==> config.mk <==
export PLATFORM = sky130hd
export DESIGN_NAME = doorbell_mailbox
export DESIGN_NICKNAME = d
export VERILOG_FILES = /design/src/rtl/mbx_pkg.sv /design/src/rtl/mbx_channel.sv /design/src/rtl/mbx_access_hs.sv /design/src/rtl/mbx_snd_port.sv /design/src/rtl/mbx_rcv_port.sv /design/src/rtl/doorbell_mailbox.sv
export SDC_FILE = /design/constraint.sdc
export NUM_CORES = 1
export LEC_CHECK = 0
export BUFFER_PORTS_ARGS = -buffer_cell sky130_fd_sc_hd__buf_2
export CORE_UTILIZATION = 30
export CTS_CLUSTER_SIZE = 14
export DETAILED_ROUTE_END_ITERATION = 7
export GPL_TIMING_DRIVEN = 0
export SYNTH_ARGS = -nofsm -noshare
export SYNTH_HDL_FRONTEND = slang
export SYNTH_SLANG_ARGS = --single-unit
==> constraint.sdc <==
create_clock -name clk -period 1.9 [get_ports clk]
set_input_delay 0.38 -clock clk [delete_from_list [all_inputs] [get_ports clk]]
set_output_delay 0.38 -clock clk [all_outputs]
set_load 0.02 [all_outputs]
==> src/rtl/mbx_pkg.sv <==
package mbx_pkg;
  localparam int WORD_W    = 32;
  localparam int ADDR_W    = 10;
  localparam int CH_LIMIT  = 124;
  localparam int CH_IDX_W  = 7;

  typedef logic [WORD_W-1:0] word_t;
  typedef logic [ADDR_W-1:0] waddr_t;

  // word offsets inside one channel window
  localparam logic [2:0] SND_STAT  = 3'd0;
  localparam logic [2:0] SND_SET   = 3'd3;
  localparam logic [2:0] RCV_STAT  = 3'd0;
  localparam logic [2:0] RCV_MSTAT = 3'd1;
  localparam logic [2:0] RCV_CLR   = 3'd2;
  localparam logic [2:0] RCV_MASK  = 3'd4;
  localparam logic [2:0] RCV_MSET  = 3'd5;
  localparam logic [2:0] RCV_MCLR  = 3'd6;

  // frame-wide word addresses
  localparam waddr_t FRM_CFG  = 10'h3E0;
  localparam waddr_t FRM_REQ  = 10'h3E2;
  localparam waddr_t FRM_RDY  = 10'h3E3;
  localparam waddr_t FRM_ARCH = 10'h3F3;

  localparam logic [3:0] ARCH_MAJOR = 4'h1;

  function automatic word_t arch_word(input logic [3:0] minor);
    return {24'h0, ARCH_MAJOR, minor};
  endfunction
endpackage

==> src/rtl/mbx_channel.sv <==
module mbx_channel
  import mbx_pkg::*;
(
  input  logic  clk,
  input  logic  rst_n,
  input  logic  set_en,
  input  word_t set_val,
  input  logic  clr_en,
  input  logic  mset_en,
  input  logic  mclr_en,
  input  word_t rcv_val,
  output word_t flag_q,
  output word_t mask_q
);
  word_t flag_d;
  word_t mask_d;
  logic  flag_ce;
  logic  mask_ce;

  // set lands first, clear is applied on top of it
  always_comb begin
    flag_d = flag_q;
    if (set_en) flag_d = flag_d | set_val;
    if (clr_en) flag_d = flag_d & ~rcv_val;
    flag_ce = set_en | clr_en;
  end

  always_comb begin
    mask_d = mask_q;
    if (mset_en) mask_d = mask_d | rcv_val;
    if (mclr_en) mask_d = mask_d & ~rcv_val;
    mask_ce = mset_en | mclr_en;
  end

  always_ff @(posedge clk or negedge rst_n) begin
    if (!rst_n) begin
      flag_q <= '0;
      mask_q <= '1;
    end else begin
      if (flag_ce) flag_q <= flag_d;
      if (mask_ce) mask_q <= mask_d;
    end
  end
endmodule

==> src/rtl/mbx_access_hs.sv <==
module mbx_access_hs #(
  parameter int READY_LAT = 2
) (
  input  logic clk,
  input  logic rst_n,
  input  logic req_wr,
  input  logic req_val,
  output logic req_q,
  output logic ready
);
  logic req_d;
  logic [READY_LAT-1:0] stage_q;
  logic [READY_LAT-1:0] stage_d;

  always_comb begin
    req_d = req_wr ? req_val : req_q;
  end

  generate
    if (READY_LAT == 1) begin : g_one
      always_comb stage_d = req_q;
    end else begin : g_many
      always_comb stage_d = {stage_q[READY_LAT-2:0], req_q};
    end
  endgenerate

  always_ff @(posedge clk or negedge rst_n) begin
    if (!rst_n) begin
      req_q   <= 1'b0;
      stage_q <= '0;
    end else begin
      if (req_wr) req_q <= req_d;
      stage_q <= stage_d;
    end
  end

  assign ready = stage_q[READY_LAT-1];
endmodule

==> src/rtl/mbx_snd_port.sv <==
module mbx_snd_port
  import mbx_pkg::*;
#(
  parameter int         NUM_CH    = 4,
  parameter logic [3:0] ARCH_MIN  = 4'h1
) (
  input  logic                   clk,
  input  logic                   rst_n,
  input  logic                   en,
  input  logic                   we,
  input  waddr_t                 addr,
  input  logic                   wbit0,
  input  logic [NUM_CH-1:0][WORD_W-1:0] flags,
  input  logic                   req_q,
  input  logic                   ready,
  output logic [NUM_CH-1:0]      set_en,
  output logic                   req_wr,
  output logic                   req_val,
  output word_t                  rdata
);
  logic [CH_IDX_W-1:0] ch_idx;
  logic [2:0]          woff;
  logic                win_hit;
  logic                wr_go;
  logic                rd_go;
  word_t               rd_d;

  assign ch_idx  = addr[ADDR_W-1:3];
  assign woff    = addr[2:0];
  assign win_hit = (addr < FRM_CFG);
  assign wr_go   = en & we;
  assign rd_go   = en & ~we;

  generate
    for (genvar i = 0; i < NUM_CH; i++) begin : g_set
      assign set_en[i] = wr_go & ready & win_hit & (woff == SND_SET) &
                         (ch_idx == CH_IDX_W'(i));
    end
  endgenerate

  assign req_wr  = wr_go & (addr == FRM_REQ);
  assign req_val = wbit0;

  always_comb begin
    rd_d = '0;
    if (win_hit) begin
      for (int i = 0; i < NUM_CH; i++) begin
        if (ch_idx == CH_IDX_W'(i) && woff == SND_STAT) rd_d = flags[i];
      end
    end else begin
      case (addr)
        FRM_CFG:  rd_d = WORD_W'(NUM_CH);
        FRM_REQ:  rd_d = {31'h0, req_q};
        FRM_RDY:  rd_d = {31'h0, ready};
        FRM_ARCH: rd_d = arch_word(ARCH_MIN);
        default:  rd_d = '0;
      endcase
    end
  end

  always_ff @(posedge clk or negedge rst_n) begin
    if (!rst_n) rdata <= '0;
    else if (rd_go) rdata <= rd_d;
  end
endmodule

==> src/rtl/mbx_rcv_port.sv <==
module mbx_rcv_port
  import mbx_pkg::*;
#(
  parameter int         NUM_CH   = 4,
  parameter logic [3:0] ARCH_MIN = 4'h1
) (
  input  logic                   clk,
  input  logic                   rst_n,
  input  logic                   en,
  input  logic                   we,
  input  waddr_t                 addr,
  input  logic [NUM_CH-1:0][WORD_W-1:0] flags,
  input  logic [NUM_CH-1:0][WORD_W-1:0] masks,
  output logic [NUM_CH-1:0]      clr_en,
  output logic [NUM_CH-1:0]      mset_en,
  output logic [NUM_CH-1:0]      mclr_en,
  output logic                   irq,
  output word_t                  rdata
);
  logic [CH_IDX_W-1:0] ch_idx;
  logic [2:0]          woff;
  logic                win_hit;
  logic                wr_go;
  logic                rd_go;
  word_t               rd_d;
  logic [NUM_CH-1:0][WORD_W-1:0] pend;
  logic [NUM_CH-1:0]   pend_any;

  assign ch_idx  = addr[ADDR_W-1:3];
  assign woff    = addr[2:0];
  assign win_hit = (addr < FRM_CFG);
  assign wr_go   = en & we;
  assign rd_go   = en & ~we;

  generate
    for (genvar i = 0; i < NUM_CH; i++) begin : g_ch
      logic sel;
      assign sel        = wr_go & win_hit & (ch_idx == CH_IDX_W'(i));
      assign clr_en[i]  = sel & (woff == RCV_CLR);
      assign mset_en[i] = sel & (woff == RCV_MSET);
      assign mclr_en[i] = sel & (woff == RCV_MCLR);
      assign pend[i]     = flags[i] & ~masks[i];
      assign pend_any[i] = |pend[i];
    end
  endgenerate

  assign irq = |pend_any;

  always_comb begin
    rd_d = '0;
    if (win_hit) begin
      for (int i = 0; i < NUM_CH; i++) begin
        if (ch_idx == CH_IDX_W'(i)) begin
          case (woff)
            RCV_STAT:  rd_d = flags[i];
            RCV_MSTAT: rd_d = pend[i];
            RCV_MASK:  rd_d = masks[i];
            default:   rd_d = '0;
          endcase
        end
      end
    end else begin
      case (addr)
        FRM_CFG:  rd_d = WORD_W'(NUM_CH);
        FRM_ARCH: rd_d = arch_word(ARCH_MIN);
        default:  rd_d = '0;
      endcase
    end
  end

  always_ff @(posedge clk or negedge rst_n) begin
    if (!rst_n) rdata <= '0;
    else if (rd_go) rdata <= rd_d;
  end
endmodule

==> src/rtl/doorbell_mailbox.sv <==
module doorbell_mailbox
  import mbx_pkg::*;
#(
  parameter int         NUM_CH     = 4,
  parameter logic [3:0] ARCH_MINOR = 4'h1,
  parameter int         READY_LAT  = 2
) (
  input  logic        clk,
  input  logic        rst_n,
  input  logic        s_en,
  input  logic        s_we,
  input  logic [9:0]  s_addr,
  input  logic [31:0] s_wdata,
  output logic [31:0] s_rdata,
  input  logic        r_en,
  input  logic        r_we,
  input  logic [9:0]  r_addr,
  input  logic [31:0] r_wdata,
  output logic [31:0] r_rdata,
  output logic        irq
);
  localparam int CH_OK = (NUM_CH >= 1 && NUM_CH <= CH_LIMIT) ? 1 : 0;

  logic [NUM_CH-1:0][WORD_W-1:0] flag_w;
  logic [NUM_CH-1:0][WORD_W-1:0] mask_w;
  logic [NUM_CH-1:0] set_en;
  logic [NUM_CH-1:0] clr_en;
  logic [NUM_CH-1:0] mset_en;
  logic [NUM_CH-1:0] mclr_en;
  logic acc_req;
  logic acc_ready;
  logic req_wr;
  logic req_val;

  initial begin
    if (CH_OK == 0) $error("NUM_CH out of range");
  end

  mbx_access_hs #(.READY_LAT(READY_LAT)) u_hs (
    .clk(clk), .rst_n(rst_n), .req_wr(req_wr), .req_val(req_val),
    .req_q(acc_req), .ready(acc_ready)
  );

  mbx_snd_port #(.NUM_CH(NUM_CH), .ARCH_MIN(ARCH_MINOR)) u_snd (
    .clk(clk), .rst_n(rst_n), .en(s_en), .we(s_we), .addr(s_addr),
    .wbit0(s_wdata[0]), .flags(flag_w), .req_q(acc_req), .ready(acc_ready),
    .set_en(set_en), .req_wr(req_wr), .req_val(req_val), .rdata(s_rdata)
  );

  mbx_rcv_port #(.NUM_CH(NUM_CH), .ARCH_MIN(ARCH_MINOR)) u_rcv (
    .clk(clk), .rst_n(rst_n), .en(r_en), .we(r_we), .addr(r_addr),
    .flags(flag_w), .masks(mask_w), .clr_en(clr_en), .mset_en(mset_en),
    .mclr_en(mclr_en), .irq(irq), .rdata(r_rdata)
  );

  generate
    for (genvar i = 0; i < NUM_CH; i++) begin : g_chan
      mbx_channel u_ch (
        .clk(clk), .rst_n(rst_n),
        .set_en(set_en[i]), .set_val(s_wdata),
        .clr_en(clr_en[i]), .mset_en(mset_en[i]), .mclr_en(mclr_en[i]),
        .rcv_val(r_wdata),
        .flag_q(flag_w[i]), .mask_q(mask_w[i])
      );
    end
  endgenerate
endmodule

; Yosys cells after proc, flatten, opt, wreduce, memory -nomap -nowiden
; Cells that the tools add are included.
[classes]
n_mux = 32
n_lt_le_gt_ge = 2
bitwise = 64
eq_ne = 18
n_reduce_logical = 9
[ops]
columns = cell, count
row1 = 32-bit two-way mux, 26
row2 = 32-bit AND, 12
row3 = 32-bit case mux with 3 select lines, 4
row4 = 32-bit OR, 8
row5 = 32-bit inverter, 5
row6 = 128-bit OR reduction, 1
row7 = "10-bit equality test, second input constant", 6
row8 = 1-bit AND, 29
row9 = "7-bit by 2-bit equality test with 1-bit output, second input constant", 4
row10 = "10-bit less-than comparator, second input constant", 2
row11 = 5-bit case mux with 4 select lines, 1
row12 = "7-bit by 1-bit equality test with 1-bit output, second input constant", 2
row13 = 7-bit logical NOT, 2
row14 = 5-bit case mux with 2 select lines, 1
row15 = "3-bit equality test, second input constant", 3
row16 = 1-bit OR, 8
row17 = "3-bit by 2-bit equality test with 1-bit output, second input constant", 2
row18 = 3-bit logical NOT, 2
row19 = 1-bit logical AND, 4
row20 = "3-bit by 1-bit equality test with 1-bit output, second input constant", 1
row21 = 1-bit inverter, 2
[word_totals]
register_bits = 323
output_inout_bits = 65

; Logic depth before layout (Yosys ltp)
; Gate-level depths: netlist of the first run.
[logic_depth]
word_depth = 8
ltp_mapped = 9
depth_no_buf = 5

; Cells and area by module
; Synthesis of the first run repeated with hierarchy kept, for this count alone.
[unflattened]
hier_cells = 1860
area_unflattened_um2 = 17169.0
[by_module_without_submodules]
columns = module, seq_area_each_um2, area_each_um2, n_inst, cells_per_inst
row1 = mbx_channel, 1641.6, 2379.8, 4, 204
row2 = mbx_rcv_port, 800.8, 5417.7, 1, 799
row3 = mbx_snd_port, 800.8, 2142.1, 1, 241
row4 = mbx_access_hs, 75.1, 90.1, 1, 4

; Worst setup path before layout of the first run
; Ideal clock, no wire load.
[synth_timing]
kind = input -> register
from = input port s_addr[9]
to = register g_chan[1].u_ch.flag_q[10]
n_path_buf = 1
setup_slack_ns = -0.285
t_arrival_ns = 2.109
stages = 6
cell_sequence = or4_4 > or4_4 > nor3_4 > buf_6 > a21oi_1 > a21oi_2
[synth_between]
elab_chain_cells = 7
word_cells_on_any_way = 9
cone_classes = order compare: 1 / eq/ne: 1 / mux: 2 / bitwise: 5
[synth_rtl]
columns = item, line
row1 = "start, declared", doorbell_mailbox.sv:12  ; input logic [9:0] s_addr,
row2 = 10-bit less-than comparator, mbx_snd_port.sv:30  ; assign win_hit = (addr < FRM_CFG);
row3 = 1-bit AND (2 in series), mbx_snd_port.sv:36  ; assign set_en[i] = wr_go & ready & win_hit & (woff == SND_SET) &
row4 = 1-bit AND *, mbx_snd_port.sv:36
row5 = 32-bit two-way mux, mbx_channel.sv:23  ; if (set_en) flag_d = flag_d | set_val;
row6 = 32-bit AND, mbx_channel.sv:24  ; if (clr_en) flag_d = flag_d & ~rcv_val;
row7 = 32-bit two-way mux, mbx_channel.sv:24
row8 = "end signal, assigned", mbx_channel.sv:40  ; if (flag_ce) flag_q <= flag_d;
row9 = "end, declared", mbx_channel.sv:12  ; output word_t flag_q,
; Every way passes the cells marked *; elsewhere a longest branch is shown, timed or not.
; A chain may end at the register's enable or synchronous reset.

; Worst setup path after layout of the first run
[layout_timing]
from = register g_chan[2].u_ch.flag_q[28]
to = output port irq
[layout_between]
elab_chain_cells = 2
[layout_rtl]
columns = item, line
row1 = "start, declared", mbx_channel.sv:12
row2 = "start signal, assigned", mbx_channel.sv:40
row3 = 32-bit AND, mbx_rcv_port.sv:42  ; assign pend[i] = flags[i] & ~masks[i];
row4 = 128-bit OR reduction, mbx_rcv_port.sv:47  ; assign irq = |pend_any;
row5 = "end, declared", doorbell_mailbox.sv:20  ; output logic irq
; No other way between the ends.

==> run summary, run 1 <==
Crit Path Class = flop to output port
Post-Syn Instances = 1,933
DR DRC count = 0
RSZ-0062 raised after global routing = yes
H-tree level count = 2
crit-path max FO = 4
Layout Skew = 0.0173 ns
fraction of the cycle the final worst path needs = 163%
setup tns final = -2.21 ns
most frequent cells in the layout = a21oi_1, a21oi_2, dfrtp_1
Die Span Y = 243 um
final hold slack = 0.0874 ns
Syn. warnings = 0
die width = 243 um
Netlist cell types = 48
fraction of layout cells with a size suffix above 1 = 37.0%
CP max-delay cell = dfrtp_1
WP buf/inv = 2
worst slew pin tran = 1.33 ns
Fin. Hold Viols = 0
vias in the first global route = 17,100
largest net degree at the start of global routing = 107
delay-heaviest family, CP = simple AND/OR/NAND/NOR gates
Longest Clk Path Bufs = 3
total gr overflow = 0
initial core utilization = 30.6%
Power Density = 757 nW/um2
Critical Path Start Type = flop
r2r endpoint = g_chan[2].u_ch.flag_q[20]
status = finished, violations left
synthesis-to-layout area growth = 29.2%
number of routed nets with antenna violations = 0
Pre-Repair DR Iteration Count = 6
CTS Root Cell = clkbuf_16
Worst-Skew Late Latency = 0.58 ns
largest area contributor in the netlist = dfrtp_1
count of final setup violators = 33
Avg WL per Cell = 31.8 um
vias per cell = 6.18
core area = 56,900 um2
ant diodes = 0
Sink Count = 323
worst r2r src = u_hs.stage_q[1]
Total Routing Usage GR = 30.8%
die area = 59,100 um2
most common cell after layout, fill and taps aside = a21oi_1
global-route wire length before repair = 130,000 um
row count = 87
Final GP Congestion = 1.04
Slew HR = 11.6%
Post-Syn Area = 17,400 um2
Post-Synthesis Net Count = 2,023
CTS tree = built
critical hold path startpoint = r_wdata[15]
cells on worst reg2reg path = 7
drt initial violations = 2,351
Vias = 18,200
hold path depth = 3
Setup crit end kind = output port
register bit total from synthesis = 323
required time of the critical path = 1.52 ns
fmax = 323 MHz
R2R setup slack = 0.05 ns
post-synthesis sequential area ratio = 47.3%
Leakage = 8.94 nW
initial antenna violation count = 0
Slowest Stage Delay on Critical Path = 0.54 ns
CTS Buf Count = 39
worst min-delay path category = primary input to flop
routed wire length = 93,900 um
Worst-path clk slew = 0.06 ns
number of top-level pins = 155
fin. max-slew vios = 0
post-DP HPWL = 67,300 um
Avg Inst Size Synth = 9.02 um2
fin crit period = 3.09 ns
number of port buffers = 150
Yosys top cell area share = 28.0%
Area contributors post-synth = dfrtp_1, dfstp_2, a21oi_1, a21oi_2, o22ai_1
Arr. time, crit path = 2.71 ns
max cap viols = 0
Final WS setup = -1.19 ns
worst vdd ir = 0.584 mV
crit path cell chain = inv_1 > o2111ai_4 > nor4_4 > nand4_1 > or4_4 > buf_6
final net count = 2,252
violated checks = setup timing
[metal layers]
metal	share of wire [%]	wire, um	vias to the layer above	GRT usage (%)
met5	0	0	-	0
met4	5.7	5350	0	14.7
met3	11	10200	271	7.72
met2	43	39900	1202	45.3
met1	41	38400	9160	42.1
li1	-	-	7600	-
[cells in the mapped netlist (all sizes together)]
cell type	number
nor2	113
or3	4
a2bb2oi	20
or2	1
inv	89
mux4	1
a221oi	22
nor2b	8
mux2i	2
nor4	12
o211ai	14
mux2	16
a21oi	535
a41oi	1
and4b	1
a311oi	19
a221o	1
nor3b	1
a22oi	12
o21a	4
nor3	20
o2111ai	12
or4	4
dfrtp	195
a211oi	43
a2111oi	32
and4	3
nand4	6
nand3	4
o21ai	103
and2	3
nand4b	1
clkbuf	140
nand2b	60
o31ai	56
o22ai	89
dfstp	128
buf	40
nand2	118
[cell type report]
cell class | instances | area, um2
timing repair buffer | 195 | 1300
buffer | 173 | 1040
fill | 5609 | 34400
clock inverter | 13 | 259
multi-input combinational | 1341 | 9230
clock buffer | 59 | 1160
sequential | 323 | 8240
inverter | 89 | 334
tap | 756 | 946
[cell families (layout without fill, tap and decap cells)]
kind of cell / after synthesis / in the layout / synth area share [%]
and+or+nand+nor: 359 / 359 / 9.89
AOI/OAI and AO/OA: 963 / 963 / 35.0
DFF: 323 / 323 / 47.3
buffers and inverters: 269 / 529 / 6.50
muxes: 19 / 19 / 1.28
[how the worst max path moves through the flow]
stage	startpoint	end	slack, ns	cells after the start
floorplan	s_addr[9]	g_chan[0].u_ch.flag_q[10]	-0.28	6
global placement	rst_n	g_chan[3].u_ch.flag_q[15]	-5.84	1
detailed placement	r_addr[1]	g_chan[1].u_ch.flag_q[19]	-1.62	7
CTS	flop	irq	-1.15	6
global route	flop	irq	-1.22	6
finish	g_chan[2].u_ch.flag_q[28]	irq	-1.19	6
[report_power, final]
part	internal, W	switching, W	leakage, nW	total, W
logic	0.000379	0.00118	4.21	0.00156
registers	0.00694	0.0000412	4.04	0.00698
clock network	0.00521	0.00327	0.696	0.00849
total	0.0125	0.00450	8.94	0.0170
[what timing repair did]
action                                  in CTS  in global routing
gates resized for setup                    159                129
cloned                                       0                  3
endpoints found under the setup margin     302                323
hold endpoints to repair                    59                  0
hold buffers                                 1                  0
buffers inserted                            33                  4
pin swaps                                   24                 38
[stage by stage]
step / util (%) / power (W) / area, um2 / std cells / setup WS [ns]
6_report: 39.5 / 0.0170 / 22500 / 2949 / -1.19
5_1_grt: 39.5 / 0.0174 / 22500 / 2949 / -1.22
4_1_cts: 38.5 / 0.0170 / 21900 / 2945 / -1.15
3_5_place_dp: 34.5 / 0.00854 / 19600 / 2843 / -1.62
3_3_place_gp: 34.3 / 0.00850 / 19500 / 2839 / -5.84
2_1_floorplan: - / 0.00772 / 17800 / 1933 / -0.279
[worst min-delay path, delay by kind of cell]
kind                   cells  cell delay [ns]
AOI/OAI and AO/OA          2             0.16
buffers and inverters      1             0.11
Note: power is estimated with default switching activity, not from simulation.
==> run 2, diff against run 1 <==
ABC_AREA = 1   (was default)
SETUP_SLACK_MARGIN = 0.2   (was default)
==> run 2 against run 1 <==
Synthesized area grew 11%. Utilization down 2.1 points. The flow still finishes with violations (setup timing). Largest cell class unchanged. Sequential cell count unchanged. Cell count up 31%.
==> run summary, run 2 <==
Total Routing Usage GR = 32.2% (+1.4 points)
Vias = 22,000 (+21%)
Post-Syn Area = 19,300 um2 (+11%)
RSZ-0062 raised after global routing = yes
cells on worst reg2reg path = 11 (+4)
Setup crit end kind = output port
Crit Path Class = flop to output port
worst vdd ir = 0.518 mV (-11%)
Post-Synthesis Net Count = 2,850 (+41%)
r2r endpoint = g_chan[2].u_ch.flag_q[5]
fin. max-slew vios = 0 (unchanged)
Final GP Congestion = 1.07 (+2.2%)
CTS Root Cell = clkbuf_16
initial core utilization = 30.5% (-0.13 points)
number of routed nets with antenna violations = 0 (unchanged)
fraction of the cycle the final worst path needs = 144% (-19 points)
worst min-delay path category = primary input to flop
Sink Count = 323 (unchanged)
status = finished, violations left
number of port buffers = 152 (+1.3%)
row count = 92 (+5.7%)
Avg WL per Cell = 28.2 um (-12%)
Synth async-reset ratio = 100% (unchanged)
prevailing post-synth register cell = dfrtp_1
final core utilization = 37.4% (-2.1 points)
post-synthesis sequential area ratio = 42.6% (-4.7 points)
DR DRC count = 0 (unchanged)
Synth top cells by count = inv_1, nand2_1, o21ai_0
fraction of layout cells with a size suffix above 1 = 22.2% (-15 points)
vias in the first global route = 20,600 (+20%)
Pwr Total = 0.0169 W (-1.0%)
R2R setup slack = 0.16 ns (+0.11 ns)
drt initial violations = 3,252 (+38%)
number of top-level pins = 155 (unchanged)
Post-Syn Instances = 2,760 (+43%)
WHS Endpoint = u_hs.req_q
worst slew pin tran = 1.07 ns (-0.251 ns)
critical hold path startpoint = s_wdata[0]
Die Span Y = 256 um (+5.3%)
CTS Buf Count = 41 (+5.1%)
Pre-Repair DR Iteration Count = 6 (unchanged)
die width = 256 um (+5.3%)
final hold slack = 0.0588 ns (-0.0286 ns)
max cap viols = 0 (unchanged)
placed insts = 3,761 (+32%)
register bit total from synthesis = 323 (unchanged)
die area = 65,500 um2 (+11%)
H-tree level count = 2 (unchanged)
crit-path max FO = 3 (-1)
fin area = 23,700 um2 (+5.5%)
core area = 63,400 um2 (+11%)
CTS tree = built
global-route wire length before repair = 150,000 um (+16%)
Worst-Skew Late Latency = 0.60 ns (+0.02 ns)
Placement Cell Area = 21,200 um2 (+8.3%)
hold path depth = 2 (-1)
Longest Clk Path Bufs = 3 (unchanged)
worst r2r src = u_hs.stage_q[1]
Netlist cell types = 34 (-29%)
post-DP HPWL = 75,400 um (+12%)
count of final setup violators = 1 (-97%)
Layout Skew = 0.0248 ns (+0.00750 ns)
vias per cell = 5.71 (-7.7%)
count leader, synth = inv_1
fin crit period = 2.73 ns (-0.365 ns)
required time of the critical path = 1.52 ns (about the same)
Area contributors post-synth = dfrtp_1, dfstp_2, o21ai_0, inv_1, nand2_1
total gr overflow = 0 (unchanged)
Final WS setup = -0.829 ns (+0.365 ns)
initial antenna violation count = 5 (+5)
Worst-path clk slew = 0.06 ns (about the same)
number of enable flip-flop cells after synthesis = 0 (unchanged)
Avg Inst Size Synth = 7.01 um2 (-22%)
Leakage = 12.2 nW (+36%)
Arr. time, crit path = 2.35 ns (-0.36 ns)
Syn. warnings = 0 (unchanged)
largest net degree at the start of global routing = 114 (+6.5%)
synthesis-to-layout area growth = 22.8%
Yosys top cell area share = 25.2% (-2.8 points)
final net count = 3,070 (+36%)
largest area contributor in the netlist = dfrtp_1
fmax = 366 MHz (+13%)
Power Density = 710 nW/um2 (-6.2%)
routed wire length = 109,000 um (+16%)
most frequent cells in the layout = inv_1, nand2_1, o21ai_0
Slew HR = 28.4% (+17 points)
most common cell after layout, fill and taps aside = inv_1
violated checks = setup timing
Fin. Hold Viols = 0 (unchanged)
Critical Path Start Type = flop
fin cells = 3,861 (+31%)
-- run 2: layout make-up --
| type | instances | area, um2 |
|---|---|---|
| Antenna cell | 2 | 5.00 |
| Buffer | 162 | 1020 |
| Clock buffer | 70 | 1240 |
| Clock inverter | 6 | 83.8 |
| Fill cell | 6813 | 39700 |
| Inverter | 480 | 1820 |
| Multi-Input combinational cell | 1795 | 9150 |
| Sequential cell | 323 | 8240 |
| Tap cell | 846 | 1060 |
| Timing Repair Buffer | 177 | 1120 |
-- run 2: how the worst max path moves through the flow --
stage	cells past startpoint	from	endpoint
2_1_floorplan	9	flop	irq
3_3_place_gp	1	rst_n	u_snd.rdata[2]
3_5_place_dp	8	s_we	u_snd.rdata[16]
4_1_cts	10	flop	irq
5_1_grt	10	flop	irq
6_report	8	flop	irq
-- run 2: kinds of logic (layout without fill, tap and decap cells) --
| family | after synthesis | in the layout | synth area share, % |
|---|---|---|---|
| buffers and inverters | 642 | 895 | 13.1 |
| and+or+nand+nor | 1046 | 1046 | 23.8 |
| AOI/OAI and AO/OA | 748 | 748 | 20.3 |
| muxes | 1 | 1 | 0.0582 |
| other | 0 | 2 | 0 |
| DFF | 323 | 323 | 42.6 |
-- run 2: per-layer routing --
metal / global-route usage, % / routed length (um) / vias to the layer above
met5: 0 / 25 / -
met4: 20.5 / 8010 / 4
met3: 11.5 / 14500 / 411
met2: 46.5 / 44800 / 1565
met1: 40.5 / 41500 / 10600
li1: - / - / 9498
-- run 2: stage by stage --
stage          setup WS [ns]  setup TNS [ns]
3_3_place_gp           -6.25        -1898.61
5_1_grt               -0.827          -0.827
2_1_floorplan          0.294               0
4_1_cts               -0.778          -0.778
3_5_place_dp           -1.24         -179.50
6_report              -0.829          -0.829
-- run 2: what timing repair did --
action	in CTS	in global routing
endpoints found under the setup margin	272	332
setup buffers	7	10
pin swaps	24	68
cloned	0	4
hold buffers	1	0
hold endpoints to repair	25	0
resized for setup	163	268
-- run 2: worst max-delay path, cell delays in order (launching register included) --
cell and delay, ns:
dfstp_2 0.54, nor2_1 0.13, nor3_2 0.33, nand2_1 0.16, nor2_1 0.11, nand2_1 0.07, nor2_2 0.13, nand2_2 0.13
buf_6 0.16
-- run 2: power by group --
part           internal [W]  total (W)  switching [W]
clock               0.00469    0.00807        0.00339
sequential          0.00697    0.00702      0.0000493
combinational      0.000403    0.00176        0.00136
